### src/rtl/chg_seq_pkg.sv
package chg_seq_pkg;

    typedef enum logic [2:0] {
        ST_SLEEP,
        ST_OFF,
        ST_PRE,
        ST_FAST,
        ST_TAPER,
        ST_DONE,
        ST_FAULT
    } chg_state_e;

    typedef enum logic [1:0] {
        CUR_NONE  = 2'd0,
        CUR_PRE   = 2'd1,
        CUR_FAST  = 2'd2,
        CUR_PROBE = 2'd3
    } cur_mode_e;

    typedef struct packed {
        logic s1;
        logic s2;
    } stat_t;

    // filtered flag indices
    localparam int NUM_FLT   = 5;
    localparam int F_SUPPLY  = 0;
    localparam int F_LOW     = 1;
    localparam int F_RCH     = 2;
    localparam int F_TAPER   = 3;
    localparam int F_TERM    = 4;
    // reset values: no supply, battery assumed low and below recharge
    localparam logic [NUM_FLT-1:0] FLT_RST = 5'b00110;

    localparam int NUM_TMR = 3;
    localparam int T_PRE   = 0;
    localparam int T_CHG   = 1;
    localparam int T_TAP   = 2;

    localparam logic [1:0] USB_SEL_HIGH = 2'b01;

    function automatic logic usb_inhibit(logic src, logic [1:0] sel);
        return src && sel[1];
    endfunction

    function automatic logic usb_high(logic src, logic [1:0] sel);
        return src && (sel == USB_SEL_HIGH);
    endfunction

    function automatic stat_t status_of(chg_state_e s);
        stat_t r;
        case (s)
            ST_PRE:            r = '{s1: 1'b1, s2: 1'b1};
            ST_FAST, ST_TAPER: r = '{s1: 1'b1, s2: 1'b0};
            ST_DONE:           r = '{s1: 1'b0, s2: 1'b1};
            default:           r = '{s1: 1'b0, s2: 1'b0};
        endcase
        return r;
    endfunction

endpackage

### src/rtl/chg_deglitch.sv
module chg_deglitch #(
    parameter int DG_TICKS = 375,
    parameter bit RST_VAL  = 1'b0
) (
    input  logic clk,
    input  logic rst,
    input  logic tick,
    input  logic raw,
    output logic filt
);
    localparam int CW = $clog2(DG_TICKS + 1);

    logic [CW-1:0] cnt;

    always_ff @(posedge clk) begin
        if (rst) begin
            cnt  <= '0;
            filt <= RST_VAL;
        end else if (raw == filt) begin
            cnt <= '0;
        end else if (tick) begin
            if (cnt == CW'(DG_TICKS - 1)) begin
                filt <= raw;
                cnt  <= '0;
            end else begin
                cnt <= cnt + 1'b1;
            end
        end
    end
endmodule

### src/rtl/chg_timer.sv
module chg_timer #(
    parameter int LIMIT = 1800
) (
    input  logic clk,
    input  logic rst,
    input  logic clr,
    input  logic run,
    output logic expired
);
    localparam int CW = $clog2(LIMIT + 1);

    logic [CW-1:0] cnt;

    always_ff @(posedge clk) begin
        if (rst || clr) begin
            cnt <= '0;
        end else if (run && (cnt != CW'(LIMIT))) begin
            cnt <= cnt + 1'b1;
        end
    end

    assign expired = (cnt == CW'(LIMIT));
endmodule

### src/rtl/chg_fsm.sv
module chg_fsm
    import chg_seq_pkg::*;
(
    input  logic               clk,
    input  logic               rst,
    input  logic [NUM_FLT-1:0] flt,
    input  logic               hold,
    input  logic               inhibit,
    input  logic [NUM_TMR-1:0] tmr_exp,
    output chg_state_e         state,
    output logic               armed
);
    chg_state_e nxt;
    logic       arm_nxt;
    chg_state_e start_st;

    assign start_st = flt[F_LOW] ? ST_PRE : ST_FAST;

    always_comb begin
        nxt     = state;
        arm_nxt = armed;
        if (!flt[F_SUPPLY]) begin
            nxt = ST_SLEEP;
        end else if (inhibit) begin
            nxt = ST_OFF;
        end else if (!hold) begin
            case (state)
                ST_SLEEP, ST_OFF: nxt = start_st;
                ST_PRE: begin
                    if (tmr_exp[T_PRE]) begin
                        nxt     = ST_FAULT;
                        arm_nxt = !flt[F_RCH];
                    end else if (!flt[F_LOW]) begin
                        nxt = ST_FAST;
                    end
                end
                ST_FAST: begin
                    if (flt[F_TERM]) begin
                        nxt = ST_DONE;
                    end else if (tmr_exp[T_CHG]) begin
                        nxt     = ST_FAULT;
                        arm_nxt = !flt[F_RCH];
                    end else if (flt[F_TAPER]) begin
                        nxt = ST_TAPER;
                    end
                end
                ST_TAPER: begin
                    if (flt[F_TERM] || tmr_exp[T_TAP]) begin
                        nxt = ST_DONE;
                    end else if (!flt[F_TAPER]) begin
                        nxt = ST_FAST;
                    end
                end
                ST_DONE: begin
                    if (flt[F_RCH]) nxt = start_st;
                end
                ST_FAULT: begin
                    if (armed && flt[F_RCH]) begin
                        nxt = start_st;
                    end else if (!flt[F_RCH]) begin
                        arm_nxt = 1'b1;
                    end
                end
                default: nxt = ST_SLEEP;
            endcase
        end
    end

    always_ff @(posedge clk) begin
        if (rst) begin
            state <= ST_SLEEP;
            armed <= 1'b0;
        end else begin
            state <= nxt;
            armed <= arm_nxt;
        end
    end
endmodule

### src/rtl/chg_seq_ctrl.sv
module chg_seq_ctrl
    import chg_seq_pkg::*;
#(
    parameter int DG_TICKS  = 375,
    parameter int PRE_TICKS = 1800000,
    parameter int CHG_TICKS = 18000000,
    parameter int TAP_TICKS = 1800000
) (
    input  logic       clk,
    input  logic       rst,
    input  logic       tick,
    input  logic       supply_ok,
    input  logic       bat_low,
    input  logic       bat_below_rch,
    input  logic       i_below_taper,
    input  logic       i_below_term,
    input  logic       over_temp,
    input  logic       chg_en_n,
    input  logic       src_usb,
    input  logic [1:0] usb_sel,
    output logic       chg_on,
    output logic [1:0] cur_mode,
    output logic       stat1_on,
    output logic       stat2_on,
    output logic       pgood,
    output logic       usb_500
);
    localparam int LIMS [NUM_TMR] = '{PRE_TICKS, CHG_TICKS, TAP_TICKS};

    logic [NUM_FLT-1:0] raw_flt;
    logic [NUM_FLT-1:0] flt;
    logic [NUM_TMR-1:0] tmr_clr;
    logic [NUM_TMR-1:0] tmr_run;
    logic [NUM_TMR-1:0] tmr_exp;
    chg_state_e         state;
    logic               armed;
    logic               inhibit;
    stat_t              st;
    cur_mode_e          cm;

    assign raw_flt[F_SUPPLY] = supply_ok;
    assign raw_flt[F_LOW]    = bat_low;
    assign raw_flt[F_RCH]    = bat_below_rch;
    assign raw_flt[F_TAPER]  = i_below_taper;
    assign raw_flt[F_TERM]   = i_below_term;

    for (genvar i = 0; i < NUM_FLT; i++) begin : g_dg
        chg_deglitch #(
            .DG_TICKS(DG_TICKS),
            .RST_VAL (FLT_RST[i])
        ) u_dg (
            .clk (clk),
            .rst (rst),
            .tick(tick),
            .raw (raw_flt[i]),
            .filt(flt[i])
        );
    end

    assign inhibit = chg_en_n || usb_inhibit(src_usb, usb_sel);

    // timer ownership by phase; constant-current timer survives taper
    assign tmr_clr[T_PRE] = (state != ST_PRE);
    assign tmr_clr[T_CHG] = (state != ST_FAST) && (state != ST_TAPER);
    assign tmr_clr[T_TAP] = (state != ST_TAPER);
    assign tmr_run[T_PRE] = tick && !over_temp && (state == ST_PRE);
    assign tmr_run[T_CHG] = tick && !over_temp && (state == ST_FAST);
    assign tmr_run[T_TAP] = tick && !over_temp && (state == ST_TAPER);

    for (genvar t = 0; t < NUM_TMR; t++) begin : g_tmr
        chg_timer #(
            .LIMIT(LIMS[t])
        ) u_tmr (
            .clk    (clk),
            .rst    (rst),
            .clr    (tmr_clr[t]),
            .run    (tmr_run[t]),
            .expired(tmr_exp[t])
        );
    end

    chg_fsm u_fsm (
        .clk    (clk),
        .rst    (rst),
        .flt    (flt),
        .hold   (over_temp),
        .inhibit(inhibit),
        .tmr_exp(tmr_exp),
        .state  (state),
        .armed  (armed)
    );

    always_comb begin
        st = status_of(state);
        case (state)
            ST_PRE:            cm = CUR_PRE;
            ST_FAST, ST_TAPER: cm = CUR_FAST;
            ST_FAULT:          cm = armed ? CUR_NONE : CUR_PROBE;
            default:           cm = CUR_NONE;
        endcase
        if (over_temp) cm = CUR_NONE;
    end

    assign cur_mode = cm;
    assign chg_on   = (cm != CUR_NONE);
    assign stat1_on = st.s1;
    assign stat2_on = st.s2;
    assign pgood    = (state != ST_SLEEP);
    assign usb_500  = chg_on && usb_high(src_usb, usb_sel);
endmodule

### config.mk
export PLATFORM = sky130hd
export DESIGN_NAME = chg_seq_ctrl
export DESIGN_NICKNAME = d
export VERILOG_FILES = /design/src/rtl/chg_seq_pkg.sv /design/src/rtl/chg_deglitch.sv /design/src/rtl/chg_timer.sv /design/src/rtl/chg_fsm.sv /design/src/rtl/chg_seq_ctrl.sv
export SDC_FILE = /design/constraint.sdc
export NUM_CORES = 1
export LEC_CHECK = 0
export CORE_MARGIN = 2
export CORE_UTILIZATION = 52
export DETAILED_ROUTE_END_ITERATION = 8
export GPL_ROUTABILITY_DRIVEN = 0
export PLACE_DENSITY = 0.67
export SETUP_SLACK_MARGIN = 0.05
export SLEW_MARGIN = 20
export SYNTH_ARGS = -nofsm -noshare
export SYNTH_HDL_FRONTEND = slang
export SYNTH_HIERARCHICAL = 1
export SYNTH_SLANG_ARGS = --single-unit
### constraint.sdc
create_clock -name clk -period 4.08 [get_ports clk]
set_input_delay 1.02 -clock clk [delete_from_list [all_inputs] [get_ports clk]]
set_output_delay 1.02 -clock clk [all_outputs]
set_load 0.02 [all_outputs]
Word-level counts from Yosys, hierarchy flattened
Index checks and enable logic that the tools add are counted.

storage, ports and cells
  bits in registers = 121
  output and inout port bits = 7
  word-level logic and storage cells = 142

cells by class
  add/subtract/negate cells = 8
  equal/unequal tests = 42
  multiplexer cells = 28
  bitwise operators = 8
  reduce and logical (&&, ||, !) cells = 40

operators by type and width
  cell                     number
  $add A9 B1 Y9 const B    5
  $eq A9 B9 Y1 const B     5
  $mux W9                  5
  $add A21 B1 Y21 const B  2
  $eq A21 B21 Y1 const B   2
  $ne A21 B21 Y1 const B   2
  $mux W3                  9
  $add A25 B1 Y25 const B  1
  $eq A25 B25 Y1 const B   1
  $ne A25 B25 Y1 const B   1
  $pmux W3 S6              1
  $reduce_or A2 Y1         8
  $ne A3 B2 Y1 const B     5
  $reduce_and A3 Y1        5
  $logic_and A1 B1 Y1      12
  $pmux W2 S3              2
  $reduce_and A6 Y1        2
  $eq A3 B3 Y1 const B     3
  $reduce_and A9 Y1        1
  $mux W1                  8
  $ne A2 B1 Y1 const B     4
  $ne A2 B2 Y1 const B     4
  $ne A4 B3 Y1 const B     2
  $not A1 Y1               8
  other kinds (15)         28

Logic depth before layout (Yosys ltp)
  depth after elaboration = 6
  depth in mapped cells = 9
  depth with buffers taken out = 9

Modules after synthesis
Netlist, hierarchy kept.

by module, submodules not included
  module                            times used  cells each  area each (um2)  sequential area each (um2)
  chg_deglitch at g_dg[0].u_dg ...  3           57          506.7            200.2
  chg_timer at g_tmr[1].u_tmr       1           154         1,285.0          500.5
  chg_timer at g_tmr[2].u_tmr       1           132         1,102.3          420.4
  chg_timer at g_tmr[0].u_tmr       1           126         1,051.0          420.4
  chg_deglitch at g_dg[1].u_dg ...  2           56          496.7            200.2
  chg_fsm                           1           51          374.1            80.1
  chg_seq_ctrl                      1           23          156.4            0.0

Worst setup path after synthesis
No wires, ideal clock.

  kind = input -> output
  start point = input over_temp
  end point = output cur_mode[0]
  arrival time = 1.891 ns
  path slack = 1.169 ns
  stages = 1
  buffers on the path = 0
  cells stage by stage = a2111oi_1

between the ends
  word-level cells in the longest chain between the ends = 1

RTL lines
  item             RTL line             source
  start, declared  chg_seq_ctrl.sv:17   input logic over_temp,
  $mux W2          chg_seq_ctrl.sv:101  if (over_temp) cm = CUR_NONE;
  end, declared    chg_seq_ctrl.sv:22   output logic [1:0] cur_mode,

No other way between the ends.

Worst setup path in the final report
Same ends and word-level chain as after synthesis.

==> results by group <==
Timing
  • RSZ-0062 raised after global routing: false
  • Tcrit/Tclk final: between 80 and 90%
  • Final Setup Violations: 0
  • Max frequency: 278 MHz
  • Fin. max-slew vios: 0
  • Setup Skew: 0.00477 ns
  • Final Hold Viols: 0
  • Worst slew pin tran: ~0.65 ns
  • Max-slew headroom: a little under three fifths
  • Fin crit period: 3.60 ns
  • Post-route setup TNS: 0 ns

Finish
  • Share of layout cells above drive strength 1: approximately a tenth
  • ANT cells: 0
  • Post-Layout Cell Count: between 900 and 1k
  • Nets@finish: 821
  • Fillers: 1092
  • Post-layout util: 61.2%
  • Synth-to-layout area growth: 14.4%
  • Final instance area: 7410 um2

Synthesis
  • Post-synthesis compound-gate area fraction: 16.1%
  • Largest family of logic cells by synthesized area: simple AND/OR/NAND/NOR gates
  • Synthesis-stage register bit count: 121
  • Largest area contributor in the netlist: dfxtp_1
  • Cells after Synth: a little under 800
  • Syn Nets: 798
  • Synthesized area: 6480 um2
  • Xor/xnor share of the synthesized area: between 7 and 8%
  • Synth Warn #: 6
  • FFs w/ async S/R, synth: 0%
  • Netlist cell types: 72
  • Post-Synth Simple-Gate Area: 31.3%
  • Number of synthesized flops with an enable pin: 0
  • Post-synthesis mux area share: 1.08%
  • Count leader, synth: dfxtp_1
  • Synth Flop Type: dfxtp_1
  • Share of Yosys cell area claimed by the top area cell type: between 30 and 40%
  • Share of the yosys chip area belonging to registers: 37.4%
  • Synth area leaders: dfxtp_1 (37%), xor2_1 (6.2%), a21oi_1 (4.6%)
  • Synth Area in Adders: 3.24%
  • Syn_area_per_cell: 8.43 um2
  • Top cells by count, synth: dfxtp_1 (121), nor2_1 (75), nand2_1 (74)

CTS
  • Clk buf depth: 2
  • Number of clock sinks: 121
  • Worst-Skew Late Latency: 0.41 ns
  • CTS clock-pin slew for the worst setup and hold paths: 0.05 ns
  • CTS H-tree lvls: 4
  • CTS tree: done
  • PostCTS Resize Cnt: 0
  • Root Driver: clkbuf_16
  • Post-CTS Hold Buffers: 0
  • Post CTS Setup Buffer Count: 0
  • Cts bufs inserted: 17

Power and ir drop
  • Clk pwr share: 53.6%
  • Max IR drop VDD: 266 uV
  • Overall Power: 2.71 mW
  • Switching share of power: between 20 and 25%
  • PD cells: around 370 nW/um2
  • Comb pwr share: 2.5%
  • NetSw: 550 uW
  • Leakage power: ~2.4 nW
  • Seq pwr share: 43.9%
  • Pint: 2.16 mW

Floorplan
  • Vert. Die Dim: around 120 um
  • Core ar.: 12100 um2
  • Row cnt: 40
  • # IOs: 20
  • Die X-Extent: 116 um
  • Die area: between 10000 and 15000 um2
  • Starting Density: between 50% and 60%

Critical path
  • CP cell instances: clkdlybuf4s50_1 > a2111oi_1 > clkdlybuf4s50_1
  • Most used cell along the critical path: clkdlybuf4s50_1
  • Kind of cell adding the most delay to the critical path: buffers and inverters
  • Crit-path slowest cell: clkdlybuf4s50_1
  • CP Data Required Time: 3.06 ns
  • CP endpoint kind: output pin
  • WS Path Type: in -> out
  • CP Launch Type: input pin
  • CP arrival: between 2 and 3 ns
  • Crit-path max FO: 2
  • CP bufs+invs: 2
  • Critical Path Max Stage Delay: 0.71 ns
  • Reg-to-reg slack, setup: 1.45 ns

Placed design
  • # port buffers: 19
  • Placed Instances: 941
  • Placement Cell Area: 6840 um2
  • Detail Placement HPWL: 9780 um

Global routing
  • GRT Total Usage: a little over a fifth
  • Global route overflow: 0
  • Vias in the first global route: 5347
  • Initial antenna violation count: 0
  • Largest net degree at the start of global routing: 37
  • First-pass GRT wire length: 23900 um

Route
  • DR vias: 5675
  • Initial DRC count: about 250
  • Final WL: 13900 um
  • Drt first pass iters: 5
  • Post-DR vias/cell: approximately 5.8
  • Final ANT Viol Nets: 0
  • WL/cell: 14.3 um
  • DRC: 0

Job
  • Max Cap Violations: 0

Status
  • Status: finished, final reports clean

Worst hold path
  • Hold crit path type: reg -> reg
[metal layers]
metal | vias up | part of all wire, % | GRT usage (%)
li1 | 2851 | - | -
met1 | 2741 | 47 | 26.6
met3 | 11 | 3.6 | 6.54
met4 | 0 | 0.79 | 6.83
met2 | 72 | 49 | 37.6
met5 | - | 0 | 0
[tightest hold or removal path, cell delays in order (launching register included)]
cell	delay, ns
dfxtp_1	0.31
o21ai_0	0.07
a21oi_1	0.06
[flip-flops by register name, summed over array words and instances, names as in the netlist]
name / count
g_tmr.u_tmr/cnt: 67
g_dg.u_dg/cnt: 45
u_fsm/state: 3
g_dg.u_dg/filt: 5
u_fsm/armed: 1
[stage by stage]
stage,hold slack [ns],setup slack (ns)
after floorplan,0.447,1.17
after global placement,0.470,0.498
after detailed placement,0.478,0.466
after CTS,0.493,0.466
after global routing,0.511,0.429
final,0.489,0.484
[cell type report]
cell class	count	area [um2]	area share (%)
clock inverter	9	97.6	1.32
tap	168	210	2.83
sequential	121	2420	32.7
multi-input combinational	596	3850	51.9
inverter	30	113	1.52
clock buffer	21	480	6.48
timing repair buffer	26	243	3.27
[layout by cell type, fill, tap and decap left out, drive strengths merged, types with 30 or more instances in the layout]
master    n
nor2     76
inv      30
dfxtp   121
nand4    46
a21oi    61
nand3    30
o21ai    48
xor2     46
nand2    75
or3      38
[final timing paths]
kind / startpoint / endpoint / cells after the start
hold / removal: g_dg[0].u_dg/cnt[8] / g_dg[0].u_dg/cnt[8] / 2
setup reg to reg: u_fsm/state[1] / g_tmr[0].u_tmr/cnt[19] / 8
setup / recovery: over_temp / cur_mode[0] / 3
hold reg to reg: g_dg[0].u_dg/cnt[8] / g_dg[0].u_dg/cnt[8] / 2
[power groups by stage]
stage	Sequential, mW	Clock, mW	Combinational, mW
2_1_floorplan	1.21	0	0.0382
5_1_grt	1.19	1.55	0.0750
6_report	1.19	1.45	0.0681
3_5_place_dp	1.21	0	0.0677
3_3_place_gp	1.21	0	0.0654
4_1_cts	1.19	1.49	0.0681
[cells by family (layout without fill, tap and decap cells)]
kind of cell	Yosys count	in the layout
and+or+nand+nor	360	360
muxes	7	7
xor gates and xnor gates	57	57
adders and majority gates	17	17
DFF	121	121
buffers and inverters	52	86
AOI/OAI and AO/OA	155	155
Power figures use the tool's default switching activity.
